**config.mk**
```make
export PLATFORM = sky130hd
export DESIGN_NAME = addr_win_decoder
export DESIGN_NICKNAME = d
export VERILOG_FILES = /design/src/rtl/addr_win_pkg.sv /design/src/rtl/win_regs.sv /design/src/rtl/win_match.sv /design/src/rtl/win_prio.sv /design/src/rtl/addr_win_decoder.sv
export SDC_FILE = /design/constraint.sdc
export NUM_CORES = 1
export LEC_CHECK = 0
export ABC_AREA = 1
export BUFFER_PORTS_ARGS = -buffer_cell sky130_fd_sc_hd__buf_2
export CORE_MARGIN = 10
export CORE_UTILIZATION = 35
export CTS_BUF_LIST = sky130_fd_sc_hd__clkbuf_4 sky130_fd_sc_hd__clkbuf_8
export DETAILED_ROUTE_END_ITERATION = 7
export PLACE_DENSITY = 0.51
export SLEW_MARGIN = 20
export SYNTH_ARGS = -nofsm -noshare
export SYNTH_HDL_FRONTEND = slang
export SYNTH_SLANG_ARGS = --single-unit
```
**constraint.sdc**
```tcl
create_clock -name clk -period 7.76 [get_ports clk]
set_clock_uncertainty 0.1 [all_clocks]
set_input_delay 1.552 -clock clk [delete_from_list [all_inputs] [get_ports clk]]
set_output_delay 1.552 -clock clk [all_outputs]
set_load 0.02 [all_outputs]
```
**src/rtl/addr_win_pkg.sv**
```systemverilog
package addr_win_pkg;
  localparam int ADDR_W = 32;
  localparam int PAGE_W = 16;
  localparam int SIZE_W = ADDR_W - PAGE_W;
  localparam int TGT_W  = 4;
  localparam int ATTR_W = 8;
  localparam int NWIN   = 8;
  localparam int NREMAP = 4;

  // control word field positions
  localparam int CTL_EN_BIT   = 0;
  localparam int CTL_TGT_LSB  = 4;
  localparam int CTL_ATTR_LSB = 8;
  localparam int CTL_SIZE_LSB = 16;

  typedef enum logic [1:0] {
    REG_CTRL = 2'd0,
    REG_BASE = 2'd1,
    REG_RLO  = 2'd2,
    REG_RHI  = 2'd3
  } reg_sel_e;

  // bits of the address that pass through the window untouched
  function automatic logic [ADDR_W-1:0] span_mask(input logic [SIZE_W-1:0] sz);
    return {sz, {PAGE_W{1'b1}}};
  endfunction

  function automatic logic win_cover(input logic [ADDR_W-1:0] addr,
                                     input logic [ADDR_W-1:0] base,
                                     input logic [SIZE_W-1:0] sz);
    return ((addr ^ base) & ~span_mask(sz)) == '0;
  endfunction

  function automatic logic [ADDR_W-1:0] win_xlate(input logic [ADDR_W-1:0] addr,
                                                  input logic [ADDR_W-1:0] rlo,
                                                  input logic [SIZE_W-1:0] sz);
    logic [ADDR_W-1:0] m;
    m = span_mask(sz);
    return (rlo & ~m) | (addr & m);
  endfunction
endpackage

```
**src/rtl/win_regs.sv**
```systemverilog
module win_regs
  import addr_win_pkg::*;
#(
  parameter bit HAS_REMAP = 1'b1
) (
  input  logic              clk,
  input  logic              rst_n,
  input  logic              we,
  input  logic [1:0]        sel,
  input  logic [ADDR_W-1:0] wdata,
  output logic              en,
  output logic [TGT_W-1:0]  tgt,
  output logic [ATTR_W-1:0] attr,
  output logic [SIZE_W-1:0] size,
  output logic [ADDR_W-1:0] base,
  output logic [ADDR_W-1:0] rlo,
  output logic [ADDR_W-1:0] rhi
);
  logic unused_ctl_bits;
  assign unused_ctl_bits = ^wdata[CTL_TGT_LSB-1:CTL_EN_BIT+1];

  always_ff @(posedge clk) begin
    if (!rst_n) begin
      en   <= 1'b0;
      tgt  <= '0;
      attr <= '0;
      size <= '0;
      base <= '0;
    end else if (we) begin
      if (sel == REG_CTRL) begin
        en   <= wdata[CTL_EN_BIT];
        tgt  <= wdata[CTL_TGT_LSB +: TGT_W];
        attr <= wdata[CTL_ATTR_LSB +: ATTR_W];
        size <= wdata[CTL_SIZE_LSB +: SIZE_W];
      end else if (sel == REG_BASE) begin
        base <= wdata;
      end
    end
  end

  generate
    if (HAS_REMAP) begin : g_remap
      always_ff @(posedge clk) begin
        if (!rst_n) begin
          rlo <= '0;
          rhi <= '0;
        end else if (we && sel == REG_RLO) begin
          rlo <= wdata;
        end else if (we && sel == REG_RHI) begin
          rhi <= wdata;
        end
      end
    end else begin : g_no_remap
      assign rlo = '0;
      assign rhi = '0;
    end
  endgenerate

  // control write lands on the very next edge
  assert_ctrl_write_R1: assert property (@(posedge clk) disable iff (!rst_n)
    (we && sel == REG_CTRL) |=>
      (en == $past(wdata[CTL_EN_BIT]) && size == $past(wdata[CTL_SIZE_LSB +: SIZE_W])));

  assert_base_write_R1: assert property (@(posedge clk) disable iff (!rst_n)
    (we && sel == REG_BASE) |=> (base == $past(wdata)));
endmodule

```
**src/rtl/win_match.sv**
```systemverilog
module win_match
  import addr_win_pkg::*;
#(
  parameter bit HAS_REMAP = 1'b1
) (
  input  logic [ADDR_W-1:0] addr,
  input  logic              en,
  input  logic [SIZE_W-1:0] size,
  input  logic [ADDR_W-1:0] base,
  input  logic [ADDR_W-1:0] rlo,
  input  logic [ADDR_W-1:0] rhi,
  output logic              hit,
  output logic [ADDR_W-1:0] xaddr,
  output logic [ADDR_W-1:0] xhi
);
  assign hit = en && win_cover(addr, base, size);

  generate
    if (HAS_REMAP) begin : g_xlate
      assign xaddr = win_xlate(addr, rlo, size);
      assign xhi   = rhi;
    end else begin : g_pass
      logic unused_remap;
      assign unused_remap = ^{rlo, rhi};
      assign xaddr = addr;
      assign xhi   = '0;
    end
  endgenerate
endmodule

```
**src/rtl/win_prio.sv**
```systemverilog
module win_prio #(
  parameter int N = 8,
  localparam int IW = (N > 1) ? $clog2(N) : 1
) (
  input  logic          clk,
  input  logic          rst_n,
  input  logic [N-1:0]  hit_vec,
  output logic [N-1:0]  grant,
  output logic [IW-1:0] idx,
  output logic          any
);
  // isolate the lowest set bit
  assign grant = hit_vec & (~hit_vec + 1'b1);
  assign any   = |hit_vec;

  always_comb begin
    idx = '0;
    for (int i = N - 1; i >= 0; i--) begin
      if (hit_vec[i]) idx = IW'(i);
    end
  end

  assert_grant_onehot_R7: assert property (@(posedge clk) disable iff (!rst_n)
    $onehot0(grant));

  assert_grant_lowest_R7: assert property (@(posedge clk) disable iff (!rst_n)
    any |-> ((hit_vec & (grant - 1'b1)) == '0 && grant[idx]));
endmodule

```
**src/rtl/addr_win_decoder.sv**
```systemverilog
module addr_win_decoder
  import addr_win_pkg::*;
#(
  parameter int NUM_WIN   = NWIN,
  parameter int NUM_REMAP = NREMAP,
  localparam int IW = $clog2(NUM_WIN)
) (
  input  logic              clk,
  input  logic              rst_n,
  input  logic              wr_en,
  input  logic [IW-1:0]     wr_win,
  input  logic [1:0]        wr_sel,
  input  logic [ADDR_W-1:0] wr_data,
  input  logic [ADDR_W-1:0] addr_in,
  output logic              miss,
  output logic [IW-1:0]     hit_win,
  output logic [TGT_W-1:0]  tgt_id,
  output logic [ATTR_W-1:0] attr_code,
  output logic [ADDR_W-1:0] addr_out,
  output logic [ADDR_W-1:0] addr_out_hi
);
  logic [NUM_WIN-1:0] en_vec;
  logic [NUM_WIN-1:0] hit_vec;
  logic [NUM_WIN-1:0] grant;
  logic               any_hit;
  logic [IW-1:0]      win_idx;
  logic [TGT_W-1:0]   tgt_a  [NUM_WIN];
  logic [ATTR_W-1:0]  attr_a [NUM_WIN];
  logic [ADDR_W-1:0]  xad_a  [NUM_WIN];
  logic [ADDR_W-1:0]  xhi_a  [NUM_WIN];

  for (genvar w = 0; w < NUM_WIN; w++) begin : g_win
    localparam bit REMAP = (w < NUM_REMAP);
    logic [SIZE_W-1:0] sz;
    logic [ADDR_W-1:0] bs, rl, rh;

    win_regs #(.HAS_REMAP(REMAP)) u_regs (
      .clk  (clk),
      .rst_n(rst_n),
      .we   (wr_en && wr_win == IW'(w)),
      .sel  (wr_sel),
      .wdata(wr_data),
      .en   (en_vec[w]),
      .tgt  (tgt_a[w]),
      .attr (attr_a[w]),
      .size (sz),
      .base (bs),
      .rlo  (rl),
      .rhi  (rh)
    );

    win_match #(.HAS_REMAP(REMAP)) u_match (
      .addr (addr_in),
      .en   (en_vec[w]),
      .size (sz),
      .base (bs),
      .rlo  (rl),
      .rhi  (rh),
      .hit  (hit_vec[w]),
      .xaddr(xad_a[w]),
      .xhi  (xhi_a[w])
    );
  end

  win_prio #(.N(NUM_WIN)) u_prio (
    .clk    (clk),
    .rst_n  (rst_n),
    .hit_vec(hit_vec),
    .grant  (grant),
    .idx    (win_idx),
    .any    (any_hit)
  );

  // one-hot OR mux over the granted window
  always_comb begin
    tgt_id      = '0;
    attr_code   = '0;
    addr_out    = any_hit ? '0 : addr_in;
    addr_out_hi = '0;
    for (int w = 0; w < NUM_WIN; w++) begin
      if (grant[w]) begin
        tgt_id      = tgt_id | tgt_a[w];
        attr_code   = attr_code | attr_a[w];
        addr_out    = addr_out | xad_a[w];
        addr_out_hi = addr_out_hi | xhi_a[w];
      end
    end
  end

  assign miss    = !any_hit;
  assign hit_win = win_idx;

  assert_disabled_never_hit_R4: assert property (@(posedge clk) disable iff (!rst_n)
    (hit_vec & ~en_vec) == '0);

  assert_miss_quiet_R8: assert property (@(posedge clk) disable iff (!rst_n)
    miss |-> (tgt_id == '0 && attr_code == '0 && addr_out == addr_in && hit_win == '0));

  assert_remap_absent_R6: assert property (@(posedge clk) disable iff (!rst_n)
    (!miss && int'(hit_win) >= NUM_REMAP) |-> (addr_out == addr_in && addr_out_hi == '0));
endmodule

```
==> results.toml <==
[grt]
grt_max_degree = 111
grt_remaining_overflow = 0
grt_pass1_vias = 22578
grt_antenna_before_repair = 8
grt_util_all_layers_pct = 23.0
global_route_wire_length_before_repair_um = 146000

[clock_tree]
hold_buffers = 0
clock_tree.htree_level_count = 3
cts_root_buf = "sky130_fd_sc_hd__clkbuf_8"
cts.repair_timing.setup_buffer_count = 0
clock_latency_ns = 0.74
inserted_clock_buffers = 101
post_cts.resized_instances = 0
numClockSinks = 552
clock_path_buffers = 3
tritoncts_clock_tree = "done"
cts.reportedPaths.clkPinSlew_ns = 0.06

[route]
ant_nets = 0
remaining_drc_errors = 0
routed_wire_length_per_instance_um = 20.8
drt-pass1-iter-count = 7
total_wire_length_um = 97900
routed_via_density = 5.17
first_iter_violations = 2298
dr_total_vias = 24267

[critical_path]
arrival_ns = 4.63
cp_slowest_stage_delay_ns = 0.59
cell_with_the_most_instances_on_the_worst_path = "sky130_fd_sc_hd__nand2_1"
path_class = "in -> out"
critPathRequiredTime_ns = 6.11
critical_path_buf_inv_count = 4
crit_path_cell_trace = "buf_2 -> inv_2 -> nand2_1 -> nand3_1 -> nand2_1 -> nor2_1 -> nand3_2 -> nand2_4 -> nor3_4 -> buf_4 -> nand2_1 -> nand3_1 -> buf_2"
worstPathMaxFanout = 17
worstSetupEndpointType = "output port"
r2r_setup_slack_ns = 6.94
crit_path_top_delay_cell = "sky130_fd_sc_hd__nor3_4"
critical_path.top_delay_family = "simple AND/OR/NAND/NOR gates"
setup.worst_path.start_class = "input pin"

[die]
top_level_ports = 152
initial_cell_density_of_the_core_pct = 35.2
std_cell_rows = 98
die_w_um = 288
coreArea_um2 = 71200
floorplan.die_area_um2 = 82800
die_y_um = 288

[sta]
setup_repair_after_global_routing_missed_its_margin = "false"
slew_viol_final = 0
setup_total_negative_slack_ns = 0
timing.max_slew.rel_slack_pct = 28.1
period_share_pct = 80.9
max_slew.worst_pin.slew_ns = 1.08
setup_viol_count_final = 0
timing_hold_violations_final = 0
setup_slack_ns = 1.48
achievable-frequency_mhz = 159
finalCriticalPeriod_ns = 6.28

[power]
power.ir.vdd_worst_mv = 0.134
leakagePower_nw = 10.3
totalPowerFinal_mw = 6.23
powerDensity_nw_per_um2 = 221

[cells_and_area]
filler_cell_count = 7726
areaGrowthSynthToFinish_pct = 12.4
num-nets-final = 3739
final_design_area_no_fill_um2 = 28200
share_of_layout_cells_above_drive_strength_1_pct = 10.6

[synthesis]
seq_area_frac_synth_pct = 44.0
netlist-cell-type-count = 37
number_of_instances_in_the_synthesized_netlist = 3698
synth.net_count = 3770
synth-seq-cells = 552
ys_warn_count = 0
syn-cell-area_um2 = 25100
postSynthAreaPerCell_um2 = 6.78

[placed_design]
placed_cell_area_um2 = 26100
pre_cts_ws_ns = 1.50
placement.io_buffers = 119
finalWeightedCongestion = 0.921
dp.final_hpwl_um = 62500

[flow_run]
timing.max_cap.violations = 0

[worst_hold_path]
min-delay-path-class = "reg -> reg"

[run_status]
outcome = "completed"
[final timing paths]
| kind | from | to | cells after the start |
|---|---|---|---|
| setup / recovery | addr_in[24] | addr_out[17] | 13 |
| hold / removal | g_win[3].u_regs.rhi[14] | g_win[3].u_regs.rhi[14] | 2 |
| setup reg to reg | g_win[1].u_regs.en | g_win[1].u_regs.en | 2 |
| hold reg to reg | g_win[3].u_regs.rhi[14] | g_win[3].u_regs.rhi[14] | 2 |
[report_power, final]
part | total [mW] | internal, mW | switching (mW)
Combinational | 0.424 | 0.0928 | 0.331
Sequential | 2.88 | 2.87 | 0.0146
Clock | 2.92 | 1.63 | 1.29
Total | 6.23 | 4.59 | 1.64
[per-stage QoR]
stage,util [%],hold slack (ns),cells
floorplan,-,0.323,3698
finish,39.6,0.345,4695
detailed placement,36.6,0.338,4514
global route,39.6,0.363,4694
global placement,36.6,0.334,4514
CTS,39.6,0.346,4692
[Yosys cell counts]
cell type / number / area, um2
sky130_fd_sc_hd__o21ai_1: 31 / 155
sky130_fd_sc_hd__buf_1: 11 / 41.3
sky130_fd_sc_hd__nor2_4: 2 / 22.5
sky130_fd_sc_hd__o22ai_1: 3 / 18.8
sky130_fd_sc_hd__nand3_2: 4 / 40.0
sky130_fd_sc_hd__xor2_1: 6 / 52.6
sky130_fd_sc_hd__nor3b_4: 1 / 18.8
sky130_fd_sc_hd__nand4_1: 37 / 231
sky130_fd_sc_hd__nor2_8: 1 / 20.0
sky130_fd_sc_hd__nand4_2: 1 / 12.5
sky130_fd_sc_hd__nand2b_1: 1 / 6.26
sky130_fd_sc_hd__inv_1: 355 / 1330
sky130_fd_sc_hd__clkinv_1: 4 / 15.0
sky130_fd_sc_hd__nand2_2: 3 / 18.8
sky130_fd_sc_hd__nand3b_1: 2 / 15.0
sky130_fd_sc_hd__nor3b_1: 1 / 7.51
sky130_fd_sc_hd__xnor2_1: 6 / 52.6
sky130_fd_sc_hd__nand2_4: 1 / 11.3
sky130_fd_sc_hd__nor2_2: 5 / 31.3
sky130_fd_sc_hd__clkbuf_1: 233 / 875
sky130_fd_sc_hd__nor3_2: 1 / 10.0
sky130_fd_sc_hd__nor3_1: 6 / 30.0
sky130_fd_sc_hd__nand2_1: 653 / 2450
sky130_fd_sc_hd__o21a_1: 1 / 7.51
sky130_fd_sc_hd__buf_4: 7 / 52.6
sky130_fd_sc_hd__or2_2: 1 / 6.26
sky130_fd_sc_hd__o21ai_0: 507 / 2540
sky130_fd_sc_hd__nor3_4: 1 / 16.3
sky130_fd_sc_hd__a21oi_1: 550 / 2750
sky130_fd_sc_hd__nor4_1: 1 / 6.26
sky130_fd_sc_hd__nor2_1: 289 / 1080
sky130_fd_sc_hd__nand3_1: 357 / 1790
sky130_fd_sc_hd__dfxtp_1: 552 / 11100
sky130_fd_sc_hd__buf_6: 3 / 33.8
sky130_fd_sc_hd__inv_2: 18 / 67.6
sky130_fd_sc_hd__buf_2: 41 / 205
sky130_fd_sc_hd__clkbuf_2: 2 / 10.0
[kinds of logic (layout without fill, tap and decap cells)]
logic type      after synthesis  after routing  synth area share, %
compound gates             1092           1092                 21.8
other cells                   0              3                    0
buf+inv                     674            718                 10.5
flops                       552            552                 44.0
simple gates               1368           1368                 23.2
xor+xnor                     12             12                0.419
[placed cells by master, fill, tap and decap left out, types with 2 or more instances in the layout]
master	count
sky130_fd_sc_hd__nor3_2	2
sky130_fd_sc_hd__nand3b_1	2
sky130_fd_sc_hd__dfxtp_1	552
sky130_fd_sc_hd__nand2_2	11
sky130_fd_sc_hd__a21oi_1	550
sky130_fd_sc_hd__nand4_1	37
sky130_fd_sc_hd__clkinv_1	3
sky130_fd_sc_hd__o21ai_0	507
sky130_fd_sc_hd__xnor2_1	6
sky130_fd_sc_hd__xor2_1	6
sky130_fd_sc_hd__nor2_2	3
sky130_fd_sc_hd__nand3_2	5
sky130_fd_sc_hd__o21ai_1	31
sky130_fd_sc_hd__clkbuf_4	40
sky130_fd_sc_hd__inv_6	3
sky130_fd_sc_hd__buf_2	118
sky130_fd_sc_hd__nand3_1	355
sky130_fd_sc_hd__clkinv_8	2
sky130_fd_sc_hd__nor2_1	286
sky130_fd_sc_hd__nor3_1	5
sky130_fd_sc_hd__diode_2	3
sky130_fd_sc_hd__nor2_4	7
sky130_fd_sc_hd__nand2_1	645
sky130_fd_sc_hd__inv_1	354
sky130_fd_sc_hd__buf_4	43
sky130_fd_sc_hd__inv_2	19
sky130_fd_sc_hd__clkbuf_8	120
sky130_fd_sc_hd__o22ai_1	3
sky130_fd_sc_hd__clkinv_2	11
[worst min-delay path: stages, from the launching register on]
cell and delay, ns:
sky130_fd_sc_hd__dfxtp_1 0.29, sky130_fd_sc_hd__inv_1 0.05, sky130_fd_sc_hd__a21oi_1 0.05
[layer usage]
metal  routed length, um  share of wire [%]  track usage, %
met2               42900                 44            35.4
met5                  59              0.060               0
met3                7120                7.3            5.15
met4                4000                4.1            9.52
met1               43700                 45            30.8
[flip-flops by register name (all words and copies together) (netlist names)]
name / flops
g_win.u_regs.base: 128
g_win.u_regs.en: 8
g_win.u_regs.size: 128
g_win.u_regs.tgt: 32
g_win.u_regs.attr: 64
g_win.u_regs.rlo: 64
g_win.u_regs.rhi: 128
[layout make-up]
cell class	count	area (um2)	area share, %
Antenna cell	3	7.51	0.0266
Clock buffer	160	1950	6.92
Multi-Input combinational cell	2472	11500	40.7
Clock inverter	18	153	0.541
Tap cell	950	1190	4.22
Timing Repair Buffer	163	948	3.36
Sequential cell	552	11100	39.2
Inverter	377	1420	5.03
Power figures use the tool's default switching activity.
